[src/rtl/slv_addr_pkg.sv]
package slv_addr_pkg;
  localparam int BYTE_W = 8;
  localparam int MODE_W = 4;
  localparam logic [MODE_W-1:0] MODE_SEVEN   = 4'b0110;
  localparam logic [MODE_W-1:0] MODE_TEN     = 4'b0111;
  localparam logic [MODE_W-1:0] MODE_MASKACC = 4'b1001;
  localparam logic [4:0]        TEN_PREFIX   = 5'b11110;

  typedef enum logic [1:0] {
    ST_IDLE,
    ST_ADDR,
    ST_LOW,
    ST_DATA
  } ctrlState_t;

  typedef struct packed {
    logic fire;
    logic takeRw;
    logic rwVal;
  } ctrlStrobe_t;
endpackage

[src/rtl/slv_addr_dp.sv]
module slv_addr_dp
  import slv_addr_pkg::*;
#(
  parameter int W = BYTE_W
) (
  input  logic         clk,
  input  logic         rstN,
  input  logic         regWrEn,
  input  logic         regSel,
  input  logic [W-1:0] regWrData,
  input  logic         maskAccess,
  input  logic [W-1:0] rxByte,
  input  ctrlStrobe_t  strobe,
  output logic [W-1:0] regRdData,
  output logic [W-1:0] maskVal,
  output logic         hit7,
  output logic         hitHi,
  output logic         hitLow,
  output logic         matchPulse,
  output logic         rwBit
);
  localparam int PFX_W = W - 3;

  logic [W-1:0] addrQ, hiQ, maskQ;
  logic [W-1:0] diff, mask7;

  always_ff @(posedge clk) begin
    if (!rstN) begin
      addrQ <= '0;
      hiQ   <= '0;
      maskQ <= '1;
    end else if (regWrEn) begin
      if (regSel)          hiQ   <= regWrData;
      else if (maskAccess) maskQ <= regWrData;
      else                 addrQ <= regWrData;
    end
  end

  always_comb begin
    if (regSel)          regRdData = hiQ;
    else if (maskAccess) regRdData = maskQ;
    else                 regRdData = addrQ;
  end

  assign diff    = rxByte ^ addrQ;
  assign mask7   = {maskQ[W-1:1], 1'b0};
  assign hit7    = ((diff & mask7) == '0);
  assign hitLow  = ((diff & maskQ) == '0);
  assign hitHi   = (rxByte[W-1:3] == TEN_PREFIX[PFX_W-1:0]) && (rxByte[2:1] == hiQ[2:1]);
  assign maskVal = maskQ;

  always_ff @(posedge clk) begin
    if (!rstN) begin
      matchPulse <= 1'b0;
      rwBit      <= 1'b0;
    end else begin
      matchPulse <= strobe.fire;
      if (strobe.takeRw) rwBit <= strobe.rwVal;
    end
  end
endmodule

[src/rtl/slv_addr_ctrl.sv]
module slv_addr_ctrl
  import slv_addr_pkg::*;
(
  input  logic              clk,
  input  logic              rstN,
  input  logic [MODE_W-1:0] modeSel,
  input  logic              startSeen,
  input  logic              stopSeen,
  input  logic              byteValid,
  input  logic              rxBit0,
  input  logic              hit7,
  input  logic              hitHi,
  input  logic              hitLow,
  output ctrlStrobe_t       strobe,
  output logic              hiMatched
);
  ctrlState_t state, nextState;
  logic       hiQ, nextHi;

  always_comb begin
    nextState = state;
    nextHi    = hiQ;
    strobe    = '0;
    if (stopSeen) begin
      nextState = ST_IDLE;
      nextHi    = 1'b0;
    end else if (startSeen) begin
      nextState = ST_ADDR;
    end else if (byteValid) begin
      case (state)
        ST_ADDR: begin
          nextState = ST_DATA;
          if (modeSel == MODE_SEVEN) begin
            if (hit7) begin
              strobe.fire   = 1'b1;
              strobe.takeRw = 1'b1;
              strobe.rwVal  = rxBit0;
            end
          end else if (modeSel == MODE_TEN) begin
            if (!hitHi) begin
              nextHi = 1'b0;
            end else if (!rxBit0) begin
              nextHi        = 1'b1;
              nextState     = ST_LOW;
              strobe.takeRw = 1'b1;
            end else if (hiQ) begin
              strobe.fire   = 1'b1;
              strobe.takeRw = 1'b1;
              strobe.rwVal  = 1'b1;
            end
          end
        end
        ST_LOW: begin
          nextState = ST_DATA;
          if (modeSel == MODE_TEN && hitLow) begin
            strobe.fire   = 1'b1;
            strobe.takeRw = 1'b1;
          end else begin
            nextHi = 1'b0;
          end
        end
        default: ;
      endcase
    end
  end

  always_ff @(posedge clk) begin
    if (!rstN) begin
      state <= ST_IDLE;
      hiQ   <= 1'b0;
    end else begin
      state <= nextState;
      hiQ   <= nextHi;
    end
  end

  assign hiMatched = hiQ;
endmodule

[src/rtl/slv_addr_filter.sv]
module slv_addr_filter
  import slv_addr_pkg::*;
(
  input  logic              clk,
  input  logic              rstN,
  input  logic [MODE_W-1:0] modeSel,
  input  logic              regWrEn,
  input  logic              regSel,
  input  logic [BYTE_W-1:0] regWrData,
  output logic [BYTE_W-1:0] regRdData,
  input  logic              startSeen,
  input  logic              stopSeen,
  input  logic              byteValid,
  input  logic [BYTE_W-1:0] rxByte,
  output logic              matchPulse,
  output logic              hiMatched,
  output logic              rwBit
);
  ctrlStrobe_t       strobe;
  logic              hit7, hitHi, hitLow;
  logic [BYTE_W-1:0] maskVal;

  slv_addr_ctrl ctrl_i (
    .clk(clk), .rstN(rstN), .modeSel(modeSel),
    .startSeen(startSeen), .stopSeen(stopSeen), .byteValid(byteValid),
    .rxBit0(rxByte[0]), .hit7(hit7), .hitHi(hitHi), .hitLow(hitLow),
    .strobe(strobe), .hiMatched(hiMatched)
  );

  slv_addr_dp #(.W(BYTE_W)) dp_i (
    .clk(clk), .rstN(rstN), .regWrEn(regWrEn), .regSel(regSel),
    .regWrData(regWrData), .maskAccess(modeSel == MODE_MASKACC),
    .rxByte(rxByte), .strobe(strobe), .regRdData(regRdData),
    .maskVal(maskVal), .hit7(hit7), .hitHi(hitHi), .hitLow(hitLow),
    .matchPulse(matchPulse), .rwBit(rwBit)
  );
endmodule

[config.mk]
export PLATFORM = sky130hd
export DESIGN_NAME = slv_addr_filter
export DESIGN_NICKNAME = d
export VERILOG_FILES = /design/src/rtl/slv_addr_pkg.sv /design/src/rtl/slv_addr_dp.sv /design/src/rtl/slv_addr_ctrl.sv /design/src/rtl/slv_addr_filter.sv
export SDC_FILE = /design/constraint.sdc
export NUM_CORES = 1
export LEC_CHECK = 0
export BUFFER_PORTS_ARGS = -buffer_cell sky130_fd_sc_hd__buf_4
export CAP_MARGIN = 20
export CORE_MARGIN = 1
export CORE_UTILIZATION = 37
export CTS_BUF_LIST = sky130_fd_sc_hd__clkbuf_16
export DETAILED_ROUTE_END_ITERATION = 6
export PLACE_DENSITY = 0.55
export SLEW_MARGIN = 20
export SYNTH_ARGS = -nofsm -noshare
export SYNTH_HDL_FRONTEND = slang
export SYNTH_HIERARCHICAL = 1
export SYNTH_SLANG_ARGS = --single-unit
[constraint.sdc]
create_clock -name clk -period 2 [get_ports clk]
set_input_delay 0.3 -clock clk [delete_from_list [all_inputs] [get_ports clk]]
set_output_delay 0.3 -clock clk [all_outputs]
set_load 0.02 [all_outputs]
* After elaboration in Yosys (flattened, before gate mapping)
Cells that the tools add are included.
Operators by class: add/subtract/negate cells 0, reduce and logical (&&, ||, !) cells 16, divide/modulo/power cells 0, magnitude comparators 0, bitwise logic cells 8, shifts and indexed selects 0, eq/ne operators 11, $mul 0, muxes and demuxes 29
Operators by type and width (count):
- 8-bit bitwise AND | 2
- 8-bit zero test | 2
- 8-bit 2-to-1 mux | 2
- 3-bit 2-to-1 mux | 5
- 2-bit 2-to-1 mux | 7
- 1-bit 2-to-1 mux | 12
- 4-bit by 3-bit == test with 1-bit output, second input constant | 2
- 2-bit case mux with 2 select lines | 2
- 8-bit XOR | 1
- 7-bit AND reduction | 1
- 2-bit AND reduction | 3
- 3-bit AND reduction | 2
- 5-bit == test, second input constant | 1
- 1-bit NOT | 5
- 4-bit == test, second input constant | 1
- 2-bit inequality test, second input constant | 2
- 2-bit nonzero test | 2
- 4-bit OR reduction | 1
- 3-bit inequality test, second input constant | 1
- 3-bit nonzero test | 1
- 3-bit OR reduction | 1
- 2-bit by 1-bit == test with 1-bit output, second input constant | 1
- 2-bit == test | 1
- 2-bit == test, second input constant | 1
- 4 further kinds | 5
Word-level totals: input bits 27, logic and storage cells 72, bits in read-only memories 0, output and inout port bits 11, latch bits 0, bits in writable memories 0, memories kept 0, flip-flop bits (word level) 29

* Longest topological paths before layout
depth after elaboration 9, gate-level depth with buffers 9, gate-level depth less buffers 9

* Hierarchy
The synthesis kept the hierarchy.
Modules (own cells, without submodules):
- slv_addr_dp | instances 1, area each 1293.7 um2, sequential area each 520.5 um2, cells an instance 149
- slv_addr_ctrl | instances 1, area each 299.0 um2, sequential area each 60.1 um2, cells an instance 37
- slv_addr_filter | instances 1, area each 12.5 um2, sequential area each 0.0 um2, cells an instance 1

* Worst setup path after synthesis
OpenSTA, ideal clock, no wires.
path kind flip-flop to flip-flop, start reg dp_i.addrQ[3], end reg dp_i.rwBit, buffers on the path 0, period minus slack after synthesis 1.742 ns, arrival 1.626 ns, stages on the path, launching flop included 10, slack 0.258 ns, required time 1.884 ns, library setup time 0.116 ns, cell sequence dfxtp_1 > xor2_1 > a22oi_1 > and4_1 > nand4b_1 > nor3b_1 > nor2_1 > a21oi_1 > mux2i_1 > nor2b_1
RTL lines:
- start: declaration | line slv_addr_dp.sv:24 | logic [W-1:0] addrQ, hiQ, maskQ;
- start signal: assignment | line slv_addr_dp.sv:35 | else addrQ <= regWrData;
- end signal: assignment | line slv_addr_dp.sv:58 | if (strobe.takeRw) rwBit <= strobe.rwVal;
- end: declaration | line slv_addr_dp.sv:20 | output logic rwBit

==> impl_metrics.ini <==
[timing]
post-route-period-util_pct = 94.0
finalSetupViolCount = 0
hold_violations = 0
whs_ns = 0.202
finClkSkew_ns = 0.00435
maxSlewHeadroom_pct = 75.2
drv_slew = 0
period_minus_slack_ns = 1.88
tightest_slew_ns = 0.371
postLayoutSetupSlackWorst_ns = 0.120
rsz0062_at_grt = no
max_freq_ghz = 0.532

[cells_and_area]
post-route-util_pct = 51.2
seq_area_sq_um = 583
drive_gt1_share_pct = 26.0
nNetsFinal = 255
fill_cells = 400
synthToLayoutAreaGrowth_pct = 30.4
n_antenna_cell = 0
multiInputGateArea_sq_um = 975
final_area_sq_um = 2090

[clock_tree]
path_clk_slew_ns = 0.05
cts-htree-levels = 2
cts_setup_buffers = 0
cts-root-buf = clkbuf_16
clk-insertion-delay-late_ns = 0.27
cts_tree = yes
cts_buffer_depth = 2
cts-buffers-inserted = 5
postCtsHoldBufs = 0
cts_sinks = 29

[die]
die_w_um = 67.9
die_h_um = 67.9
core_sq_um = 4090
fp.dieArea_sq_um = 4610
num_rows = 23
ioPinCount = 38
start_util_pct = 39.3

[synth]
synth_top_area_cell = dfxtp_1
synth_top_family_by_area = simple AND/OR/NAND/NOR gates
synth.most_common_cell = nand2_1
synthesis.nets = 216
ys_warn_count = 6
ys.flop_type = dfxtp_1
async_flop_share_pct = 0
yosysTopAreaCellShare_pct = 36.2
synth_common_cells = 36 x nand2_1, 29 x dfxtp_1, 18 x mux2i_1
synth_cells = 187
synth_mux_area_share_pct = 11.2
synth_edf_count = 0
synth_area_leaders = dfxtp_1 36%, mux2i_1 11%, nand2_1 8.4%, xor2_1 5.5%, nand3_1 5.3%
yosys.area_share.simple_pct = 28.4
synth-compound-area-share_pct = 12.7
synth_fa_ha_area_share_pct = 1.56
ys_ff_latch = 29
syn_area_sq_um = 1610
synthDistinctLibCells = 36
synth.avg_cell_area_sq_um = 8.58
synth_xor_area_share_pct = 5.46
yosysSeqAreaShare_pct = 36.2

[worst_setup_path]
required_ns = 2.16
worstPathBufferInverterCount = 0
slowest_delay_ns = 0.33
critPathCaptureType = flip-flop
worstPathArrival_ns = 2.04
cp_slowest_cell = dfxtp_2
critical-path-top-delay-family = simple AND/OR/NAND/NOR gates
crit_chain = xor2_1 -> a22oi_2 -> and4_1 -> nand4b_1 -> nor3b_2 -> nor2_1 -> a21oi_1 -> mux2i_1 -> nor2b_1
crit_type = reg -> reg
startpoint_type = flip-flop
crit_path_max_fanout = 3

[hold_path]
worst_hold_path_type = in -> reg

[route]
final_antenna_net_count = 0
wire_per_inst_um = 15.1
drc = 0
viasPerCell = 5.27
drt_iter0_markers = 48
vias = 1459
wl_um = 4190
drt-pass1-iter-count = 4

[power]
power_density_nw_per_um2 = 728
power_leakage_nw = 0.863
switchingPower_w = 0.000375
seqPwrFrac_pct = 40.2
p_sw_share_pct = 24.6
clkPwrFrac_pct = 45.8
power.total_w = 0.00152
ir_worst_vdd_v = 0.000493
p_int_w = 0.00115
combinationalPowerShare_pct = 14.0

[global_route]
grt_pass1_vias = 1415
antenna_found_initial = 0
grt_pass1_wl_um = 6710
grt_max_degree = 29
overflow = 0
track_usage_pct = 20.1

[placement]
dp_hpwl_um = 3000
portBuffers = 37
dp_slack_ns = -0.0881
gp_congestion = 0.790
place_area_sq_um = 1930

[flow_run]
cap_violations = 0

[outcome]
status = complete, no violations
==> what timing repair did <==
action                                  in CTS  in global routing
pin swaps                                    0                  7
endpoints found under the setup margin       1                  1
resized for setup                            1                  5
gates cloned                                 0                  0
==> area by class of cell <==
type	instances	area share, %
multi-input combinational	145	46.6
tap	50	2.99
timing repair buffer	41	15.3
sequential	29	27.9
clock buffer	5	5.98
clock inverter	3	0.598
inverter	4	0.717
==> metal layers <==
metal,GRT usage (%),vias up,share of wire (%)
li1,-,730,-
met1,24.4,682,45
met2,34.4,40,48
met3,5.33,7,5.3
met4,6.25,0,1.4
met5,0,-,0
==> state kept, by name (all words and copies together), names as in the netlist <==
name and cells:
ctrl_i/hiMatched 1, ctrl_i/state 2, dp_i/addrQ 8, dp_i/hiQ 8
dp_i/maskVal 8, dp_i/matchPulse 1, dp_i/rwBit 1
==> per-stage QoR <==
step	std cells	TNS, ns
2_1_floorplan	187	0
3_3_place_gp	269	0
3_5_place_dp	269	-0.0881
4_1_cts	277	0
5_1_grt	277	0
6_report	277	0
==> layout by cell type, fill, tap and decap left out, types with 3 or more instances in the layout <==
cell / instances
buf_4: 40
nand2_1: 36
dfxtp_1: 27
mux2i_1: 18
nand3_1: 17
o21ai_0: 10
nor2b_1: 10
xor2_1: 10
a21boi_0: 8
clkbuf_16: 5
inv_1: 4
a21oi_1: 4
nor2_1: 3
==> kinds of logic (layout without fill, tap and decap cells) <==
logic type	count (synthesis)	count (layout)
XOR/XNOR	10	10
AO/OA/AOI/OAI	29	29
adder cells (fa/ha/maj)	2	2
buffers and inverters	13	53
flip-flops	29	29
multiplexers	18	18
AND/OR/NAND/NOR	86	86
==> power by group through the flow <==
stage / clock network (W) / registers, W / logic (W)
after floorplan: 0 / 0.000620 / 0.000117
after global placement: 0 / 0.000623 / 0.000206
after detailed placement: 0 / 0.000624 / 0.000209
after CTS: 0.000705 / 0.000612 / 0.000211
after global routing: 0.000744 / 0.000614 / 0.000233
final: 0.000698 / 0.000613 / 0.000213
==> final timing paths <==
kind / start / end / slack, ns / cells past startpoint
min reg2reg: dp_i/hiQ[3]$_SDFFE_PN0P_ / dp_i/hiQ[3]$_SDFFE_PN0P_ / 0.46 / 2
max: dp_i/addrQ[3]$_SDFFE_PN0P_ / dp_i/rwBit$_SDFFE_PN0P_ / 0.12 / 9
min: startSeen / ctrl_i/state[1]$_SDFFE_PP0P_ / 0.20 / 2
max reg2reg: dp_i/addrQ[3]$_SDFFE_PN0P_ / dp_i/rwBit$_SDFFE_PN0P_ / 0.12 / 9
==> worst register-to-register path, cell delays in order (launching register included) <==
cell,delay [ns]
dfxtp_2,0.33
xor2_1,0.17
a22oi_2,0.19
and4_1,0.23
nand4b_1,0.12
nor3b_2,0.23
nor2_1,0.08
a21oi_1,0.18
mux2i_1,0.19
nor2b_1,0.06
Note: power is estimated with default switching activity, not from simulation.
